File: config.mk
export PLATFORM = sky130hd
export DESIGN_NAME = pxser_top
export DESIGN_NICKNAME = d
export VERILOG_FILES = /design/src/rtl/pxser_pkg.sv /design/src/rtl/pxser_ctrl.sv /design/src/rtl/pxser_dp.sv /design/src/rtl/pxser_top.sv
export SDC_FILE = /design/constraint.sdc
export NUM_CORES = 1
export LEC_CHECK = 0
export CORE_MARGIN = 2
export CORE_UTILIZATION = 30
export CTS_CLUSTER_DIAMETER = 80
export DETAILED_ROUTE_END_ITERATION = 7
export GPL_ROUTABILITY_DRIVEN = 0
export PLACE_DENSITY_LB_ADDON = 0.1
export SYNTH_ARGS = -nofsm -noshare
export SYNTH_HDL_FRONTEND = slang
export SYNTH_SLANG_ARGS = --single-unit
File: constraint.sdc
create_clock -name clk -period 5.25 [get_ports clk]
set_input_delay 0.7875 -clock clk [delete_from_list [all_inputs] [get_ports clk]]
set_output_delay 0.7875 -clock clk [all_outputs]
set_load 0.1 [all_outputs]
File: src/rtl/pxser_pkg.sv
package pxser_pkg;
  localparam int WORD_BITS  = 27;
  localparam int FRAME_BITS = 30;
  localparam int PAR_POS    = WORD_BITS;
  localparam int MAX_LANES  = 3;
  localparam int SLOT_W     = $clog2(FRAME_BITS + 1);
  localparam int IDX_W      = $clog2(FRAME_BITS) + 1;

  typedef enum logic [1:0] {
    PS_OFF  = 2'b00,
    PS_IDLE = 2'b01,
    PS_WAKE = 2'b10,
    PS_RUN  = 2'b11
  } pwr_e;

  typedef struct packed {
    logic              load;
    logic              txOn;
    logic              clkPhase;
    logic [SLOT_W-1:0] slot;
    logic [1:0]        lanes;
  } dpCtrl_t;
endpackage

File: src/rtl/pxser_ctrl.sv
module pxser_ctrl
  import pxser_pkg::*;
#(
  parameter int LossLimit = 64
) (
  input  logic       clk,
  input  logic       rstN,
  input  logic       pixStrobe,
  input  logic [1:0] linkSel,
  input  logic       txEnable,
  output dpCtrl_t    dpCtrl,
  output pwr_e       pwrState
);
  localparam int CNT_W = $clog2(LossLimit + 1);

  pwr_e              state, stateNx;
  logic [CNT_W-1:0]  idleCnt;
  logic              lossNow;
  logic              load;
  logic [SLOT_W-1:0] slot, slotsPer, halfSlots;
  logic [1:0]        lanes, laneReq;
  logic              sending;

  assign lossNow = !pixStrobe && (idleCnt == CNT_W'(LossLimit - 1));
  assign load    = txEnable && pixStrobe && (state == PS_WAKE || state == PS_RUN);

  always_comb begin
    case (linkSel)
      2'b00:   laneReq = 2'd1;
      2'b01:   laneReq = 2'd2;
      default: laneReq = 2'd3;
    endcase
  end

  always_comb begin
    case (lanes)
      2'd1:    slotsPer = SLOT_W'(FRAME_BITS);
      2'd2:    slotsPer = SLOT_W'(FRAME_BITS / 2);
      default: slotsPer = SLOT_W'(FRAME_BITS / 3);
    endcase
    halfSlots = (slotsPer + SLOT_W'(1)) >> 1;
  end

  always_comb begin
    stateNx = state;
    if (!txEnable) stateNx = PS_OFF;
    else begin
      case (state)
        PS_OFF:  stateNx = PS_IDLE;
        PS_IDLE: if (pixStrobe) stateNx = PS_WAKE;
        PS_WAKE: if (pixStrobe) stateNx = PS_RUN;
                 else if (lossNow) stateNx = PS_IDLE;
        PS_RUN:  if (lossNow) stateNx = PS_IDLE;
        default: stateNx = PS_IDLE;
      endcase
    end
  end

  always_ff @(posedge clk) begin
    if (!rstN) begin
      state   <= PS_IDLE;
      idleCnt <= '0;
    end else begin
      state <= stateNx;
      if (pixStrobe) idleCnt <= '0;
      else if (idleCnt != CNT_W'(LossLimit - 1)) idleCnt <= idleCnt + CNT_W'(1);
    end
  end

  always_ff @(posedge clk) begin
    if (!rstN) begin
      slot    <= '0;
      sending <= 1'b0;
      lanes   <= 2'd1;
    end else if (load) begin
      slot    <= '0;
      sending <= 1'b1;
      lanes   <= laneReq;
    end else if (stateNx != PS_RUN) begin
      sending <= 1'b0;
    end else if (sending) begin
      if (slot == slotsPer - SLOT_W'(1)) sending <= 1'b0;
      else slot <= slot + SLOT_W'(1);
    end
  end

  always_comb begin
    dpCtrl.load     = load;
    dpCtrl.txOn     = sending;
    dpCtrl.clkPhase = sending && (slot < halfSlots);
    dpCtrl.slot     = slot;
    dpCtrl.lanes    = lanes;
  end

  assign pwrState = state;
endmodule

File: src/rtl/pxser_dp.sv
module pxser_dp
  import pxser_pkg::*;
(
  input  logic                 clk,
  input  logic                 rstN,
  input  dpCtrl_t              dpCtrl,
  input  logic [WORD_BITS-1:0] pixWord,
  output logic [MAX_LANES-1:0] laneOut,
  output logic                 clkLane
);
  logic [FRAME_BITS-1:0] frame, frameNx;

  for (genvar i = 0; i < WORD_BITS; i++) begin : g_order
    assign frameNx[i] = pixWord[WORD_BITS-1-i];
  end
  assign frameNx[PAR_POS] = ~^pixWord;
  assign frameNx[FRAME_BITS-1:PAR_POS+1] = '0;

  always_ff @(posedge clk) begin
    if (!rstN) frame <= '0;
    else if (dpCtrl.load) frame <= frameNx;
  end

  for (genvar k = 0; k < MAX_LANES; k++) begin : g_lane
    logic [IDX_W-1:0] bitIdx;
    assign bitIdx = IDX_W'(dpCtrl.slot) * IDX_W'(dpCtrl.lanes) + IDX_W'(k);
    assign laneOut[k] = dpCtrl.txOn && (dpCtrl.lanes > 2'(k)) &&
                        (bitIdx < IDX_W'(FRAME_BITS)) && frame[bitIdx[IDX_W-2:0]];
  end

  assign clkLane = dpCtrl.clkPhase;
endmodule

File: src/rtl/pxser_top.sv
module pxser_top
  import pxser_pkg::*;
(
  input  logic        clk,
  input  logic        rstN,
  input  logic        pixStrobe,
  input  logic [26:0] pixWord,
  input  logic [1:0]  linkSel,
  input  logic        txEnable,
  output logic [2:0]  laneOut,
  output logic        clkLane,
  output logic [1:0]  powerState
);
  dpCtrl_t dpCtrl;
  pwr_e    pwrState;

  pxser_ctrl #(.LossLimit(64)) i_ctrl (
    .clk(clk), .rstN(rstN), .pixStrobe(pixStrobe), .linkSel(linkSel),
    .txEnable(txEnable), .dpCtrl(dpCtrl), .pwrState(pwrState)
  );

  pxser_dp i_dp (
    .clk(clk), .rstN(rstN), .dpCtrl(dpCtrl), .pixWord(pixWord),
    .laneOut(laneOut), .clkLane(clkLane)
  );

  assign powerState = pwrState;
endmodule

Yosys cells after proc, flatten, opt, wreduce, memory -nomap -nowiden. Cells that the tools add are included.

Add/subtract/negate cells: 6. Multiply operators: 1. Div/mod/pow operators: 0. Order comparisons: 10. Equality and inequality tests: 10. Shifts and indexed selects: 0. Mux-type cells: 17. Bitwise operators: 3. Reduce and logical (&&, ||, !) cells: 21.

Operators with widths (number): XNOR reduction 27 bit (1); less-than comparator 5 x 6 -> 1 bit, second input constant (3); less-than comparator 6 x 5 -> 1 bit, second input constant (3); binary-select mux 1 bit (select 5 bit) (3); logical AND 1 bit (13); adder 5 x 1 -> 5 bit, second input constant (2); one-hot mux 5 bit (2 select lines) (1); 2-to-1 mux 2 bit (4); one-hot mux 2 bit (4 select lines) (1); adder 7 x 1 -> 7 bit, second input constant (1); equality test 7 x 6 -> 1 bit, second input constant (1); 2-to-1 mux 1 bit (7); != test 7 x 6 -> 1 bit, second input constant (1); adder 6 x 1 -> 6 bit, second input constant (1); adder 6 x 2 -> 6 bit, second input constant (1); equality test 2 x 1 -> 1 bit, second input constant (3); equality test 2 bit, second input constant (3); multiplier 5 x 2 -> 6 bit (1); equality test 5 bit (1); less-than comparator 5 x 4 -> 1 bit (1); subtractor 5 x 1 -> 5 bit, second input constant (1); greater-than comparator 2 x 1 -> 1 bit, second input constant (2); zero test 2 bit (2); one-hot mux 2 bit (2 select lines) (1); other kinds (7) (10).

Bits in registers: 45. Latch bits: 0. Memory bits (writable): 0. ROM bits: 0. Logic and storage cells: 74. Memories kept: 0.

Depth between registers and ports, before layout.
Depth after elaboration: 9. Depth in mapped cells: 11. Gate-level depth less buffers: 11.

Modules after synthesis. Synthesis repeated with hierarchy kept, for this count alone.

Cells, all modules: 335. Area total of the unflattened synthesis: 3350.7 µm².

Modules (own cells, without submodules): pxser_dp (times used 1, cells an instance 222, area an instance 2311.0 µm²); pxser_ctrl (times used 1, cells an instance 113, area an instance 1039.7 µm²).

Worst setup path before layout. OpenSTA, ideal clock, no wires.

Path kind: register to output. Start: reg i_ctrl.lanes[1]. End: out laneOut[0]. Arrival time: 5498 ps. Path slack: -1035 ps. Cell stages (with the launch flop): 10. Path through: dfxtp_1 -> inv_1 -> nor2_1 -> ha_1 -> fa_1 -> xor2_4 -> mux4_1 -> mux2i_1 -> mux2i_1 -> nor4b_1.

Cells in the longest elaborated chain, start to end: 4.

Ends and longest elaborated chain: from (decl) (line pxser_ctrl.sv:21) `logic [1:0] lanes, laneReq;`; from (signal assigned) (line pxser_ctrl.sv:78) `lanes <= laneReq;`; multiplier 5 x 2 -> 6 bit / greater-than comparator 2 x 1 -> 1 bit (equally long branches) (line pxser_dp.sv:26, pxser_dp.sv:27); binary-select mux 1 bit (select 5 bit), or another cell as far along (line pxser_dp.sv:28) `(bitIdx < IDX_W'(FRAME_BITS)) && frame[bitIdx[IDX_W-2:0]];`; 2-to-1 mux 1 bit (implied by the code) / logical AND 1 bit (equally long branches) (line pxser_dp.sv:28, pxser_dp.sv:27); logical AND 1 bit (*) (line pxser_dp.sv:28); to (decl) (line pxser_top.sv:10) `output logic [2:0] laneOut,`.

Every way passes the cells marked *; elsewhere a longest branch is shown, timed or not. The select of a mux whose other input is x is not followed.

Worst setup path after layout.
Start: reg i_ctrl.lanes[1]. End: out laneOut[2].

Cells in the longest elaborated chain, start to end: 5.

Ends and longest elaborated chain: multiplier 5 x 2 -> 6 bit (line pxser_dp.sv:26) `assign bitIdx = IDX_W'(dpCtrl.slot) * IDX_W'(dpCtrl.lanes) + IDX_W'(k);`; adder 6 x 2 -> 6 bit (line pxser_dp.sv:26); binary-select mux 1 bit (select 5 bit) / less-than comparator 6 x 5 -> 1 bit (equally long branches) (line pxser_dp.sv:28); 2-to-1 mux 1 bit (implied by the code) / logical AND 1 bit (equally long branches) (line pxser_dp.sv:28, pxser_dp.sv:27); logical AND 1 bit (*) (line pxser_dp.sv:28).

Marks and branches as above.

==> impl_metrics.ini <==
[timing]
finalSetupTns_ns = 0
setup_viol = 0
clock_skew_ns = 0.002075
fmax_mhz = 216.9
slew_violations = 0
fin_crit_ns = 4.610
timing.final.ws_setup_ns = 0.6404
relSlewSlack_pct = 26.04
hold_violations = 0
tightest_slew_ns = 1.109
final.period_utilization_pct = 87.80
rsz0062_at_grt = false

[cts]
cts_root_buffer = clkbuf_8
cts_sinks = 45
post_cts_buffers = 0
cts_tree = yes
cts_resized = 0
worstSkewPairLatency_ns = 0.29
cts.htree.levels = 2
clk_transition_reported_paths_ns = 0.08
clockBufferDepth = 2
hold_buffers = 0
cts_buffers = 5

[placement]
place_area_sq_um = 3631
portBuffers = 38
post-dp-hpwl_um = 5420
place_worst_setup_slack_ns = 0.9734
place_inst = 504

[cells_and_area]
syn_to_final_growth_pct = 18.68
final_nets = 426
diodes = 0
drive_above_1_share_pct = 8.021
fin_area_sq_um = 3705
nFillCells = 1034
fin_util_pct = 36.21
instances_no_fill = 510

[drt]
viasPerCell = 4.771
ant_nets = 0
drtIter0Drc = 80
wl_um = 7152
drt-pass1-iter-count = 4
drcViolationCount = 0
vias = 2433
wire_per_inst_um = 14.02

[worst_setup_path]
crit_family = adder cells
path_class = flip-flop to output pin
path_max_fanout = 8
slowest_stage = mux4_1
arrival_ns = 3.82
cpMostUsedCell = ha_1
required_ns = 4.46
cp_num_buf_inv = 2
start_kind = flip-flop
worstSetupEndpointType = output pin
path_cells = inv_1 > nor2_1 > ha_1 > fa_1 > ha_1 > xnor2_2 > mux4_1 > mux2_2 > a211oi_2 > buf_4
cpPeakStageDelay_ns = 0.59

[logic_synthesis]
synth.avg_cell_area_sq_um = 9.075
synth_area_leader_cell = dfxtp_1
yosys_warnings = 0
synth_top_area_share_pct = 28.86
netlist_area_sq_um = 3122
synth-main-ff-cell = dfxtp_1
synth_edf_count = 0
synthTopCellsByArea = dfxtp_1 29%, nand2_1 8.2%, xnor2_1 7.9%
async_reset_ff_share_pct = 0
synth_cell_types = 45
ys_seq_area_share_pct = 28.86
syn_inst = 344
ys_ff_latch = 45
synth_nets = 395

[hold_path]
worstHoldPathType = flip-flop to flip-flop

[floorplanning]
die-area_sq_um = 11240
die_h_um = 106.0
rows = 37
initial_utilization_pct = 30.51
ioPinCount = 39
die_w_um = 106.0
core_area_sq_um = 10230

[grt]
grt_util_all_layers_pct = 13.62
grt_max_degree = 37
grt_pass1_vias = 2398
overflow = 0
antenna_found_initial = 0
grt_first_pass_wirelength_um = 12270

[power]
leakagePower_nw = 1.433
irDropWorstVdd_mv = 0.1034
power_density_nw_per_um2 = 180.3

[flow_run]
drv_cap = 0

[status]
status = complete, no violations
==> per-stage QoR <==
| stage | hold WS (ns) | total power (W) |
|---|---|---|
| finish | 0.4781 | 0.0006681 |
| global route | 0.5082 | 0.0007037 |
| CTS | 0.4852 | 0.0006821 |
| detailed placement | 0.4737 | 0.0004785 |
| global placement | 0.4679 | 0.0004779 |
| floorplan | 0.4527 | 0.0004320 |
==> flip-flops by register name (all words and copies together), names as in the netlist <==
name	flops
i_dp.frame	28
i_ctrl.idleCnt	7
i_ctrl.slot	5
i_ctrl.lanes	2
i_ctrl.pwrState	2
i_ctrl.sending	1
==> metal layers <==
layer  track usage [%]  vias up  wire length (um)
li1                  -     1250                 -
met4             3.665        0                86
met3             2.146        6               228
met2             20.65       31              3029
met5                 0        -                 0
met1             20.05     1146              3808
==> synthesized netlist by cell type (4+ instances only) <==
master    count
a21boi_0     27
and3_1        4
xnor2_1      28
and2_1        7
inv_1         9
mux4_2        9
nand2_1      68
ha_1         17
nand3_1       9
o21ai_0       8
nor2_1       12
dfxtp_1      45
xor2_1       16
a21oi_1       7
clkbuf_1     14
mux2i_1      24
==> power breakdown <==
group,total [W],switching (W),internal [W],leakage [nW]
sequential,0.000350,0.00000433,0.000346,0.364
clock,0.000200,0.000112,0.0000878,0.0399
combinational,0.000118,0.0000542,0.0000643,1.03
total,0.000668,0.000171,0.000498,1.43
==> cell usage in the layout, fill, tap and decap left out, types with 2 or more instances in the layout <==
cell type and instances:
nand4_1 2, clkbuf_8 5, mux4_1 3, a21o_1 2, o21a_1 2, clkdlybuf4s50_1 35, mux2i_1 24, and3_1 4
and2_1 7, ha_1 17, xor2_1 16, dfxtp_1 45, buf_4 6, nor3_1 3, xnor2_1 28, mux4_2 9
nand2_1 68, mux2_2 3, nor2_1 12, o2111a_1 2, a21oi_1 7, inv_1 9, a21boi_0 27, nand3_1 9
o21ai_0 8
==> cells by family after synthesis <==
group	synth area share (%)
fa+ha+maj	7.455
simple gates	16.39
flops	28.86
buf+inv	3.286
mux	17.80
compound gates	12.46
xor+xnor	13.75
==> worst min-delay path: cells and delay by family, from the launching register on <==
kind / cells / cell delay (ns)
DFF: 1 / 0.32
AOI/OAI and AO/OA: 1 / 0.06
and+or+nand+nor: 1 / 0.05
==> path summary, 6_finish.rpt <==
kind	startpoint	to	slack [ns]	cells after the start
hold reg to reg	i_dp.frame[26]$_SDFFE_PN0P_	i_dp.frame[26]$_SDFFE_PN0P_	0.48	2
setup / recovery	i_ctrl.lanes[1]$_SDFFE_PN0P_	laneOut[2]	0.64	10
setup reg to reg	i_ctrl.lanes[0]$_SDFFE_PN1P_	i_ctrl.slot[3]$_SDFFE_PP0P_	2.71	10
hold / removal	i_dp.frame[26]$_SDFFE_PN0P_	i_dp.frame[26]$_SDFFE_PN0P_	0.48	2
==> cell type report <==
class	count	area, sq um	area share (%)
clock inverters	1	5.005	0.1351
inverters	9	33.78	0.9119
multi-input cells	273	2131	57.51
flip-flops and latches	45	900.9	24.32
repair buffers	41	395.4	10.67
well taps	136	170.2	4.593
clock buffers	5	68.82	1.857
(Power assumes the default switching activity.)
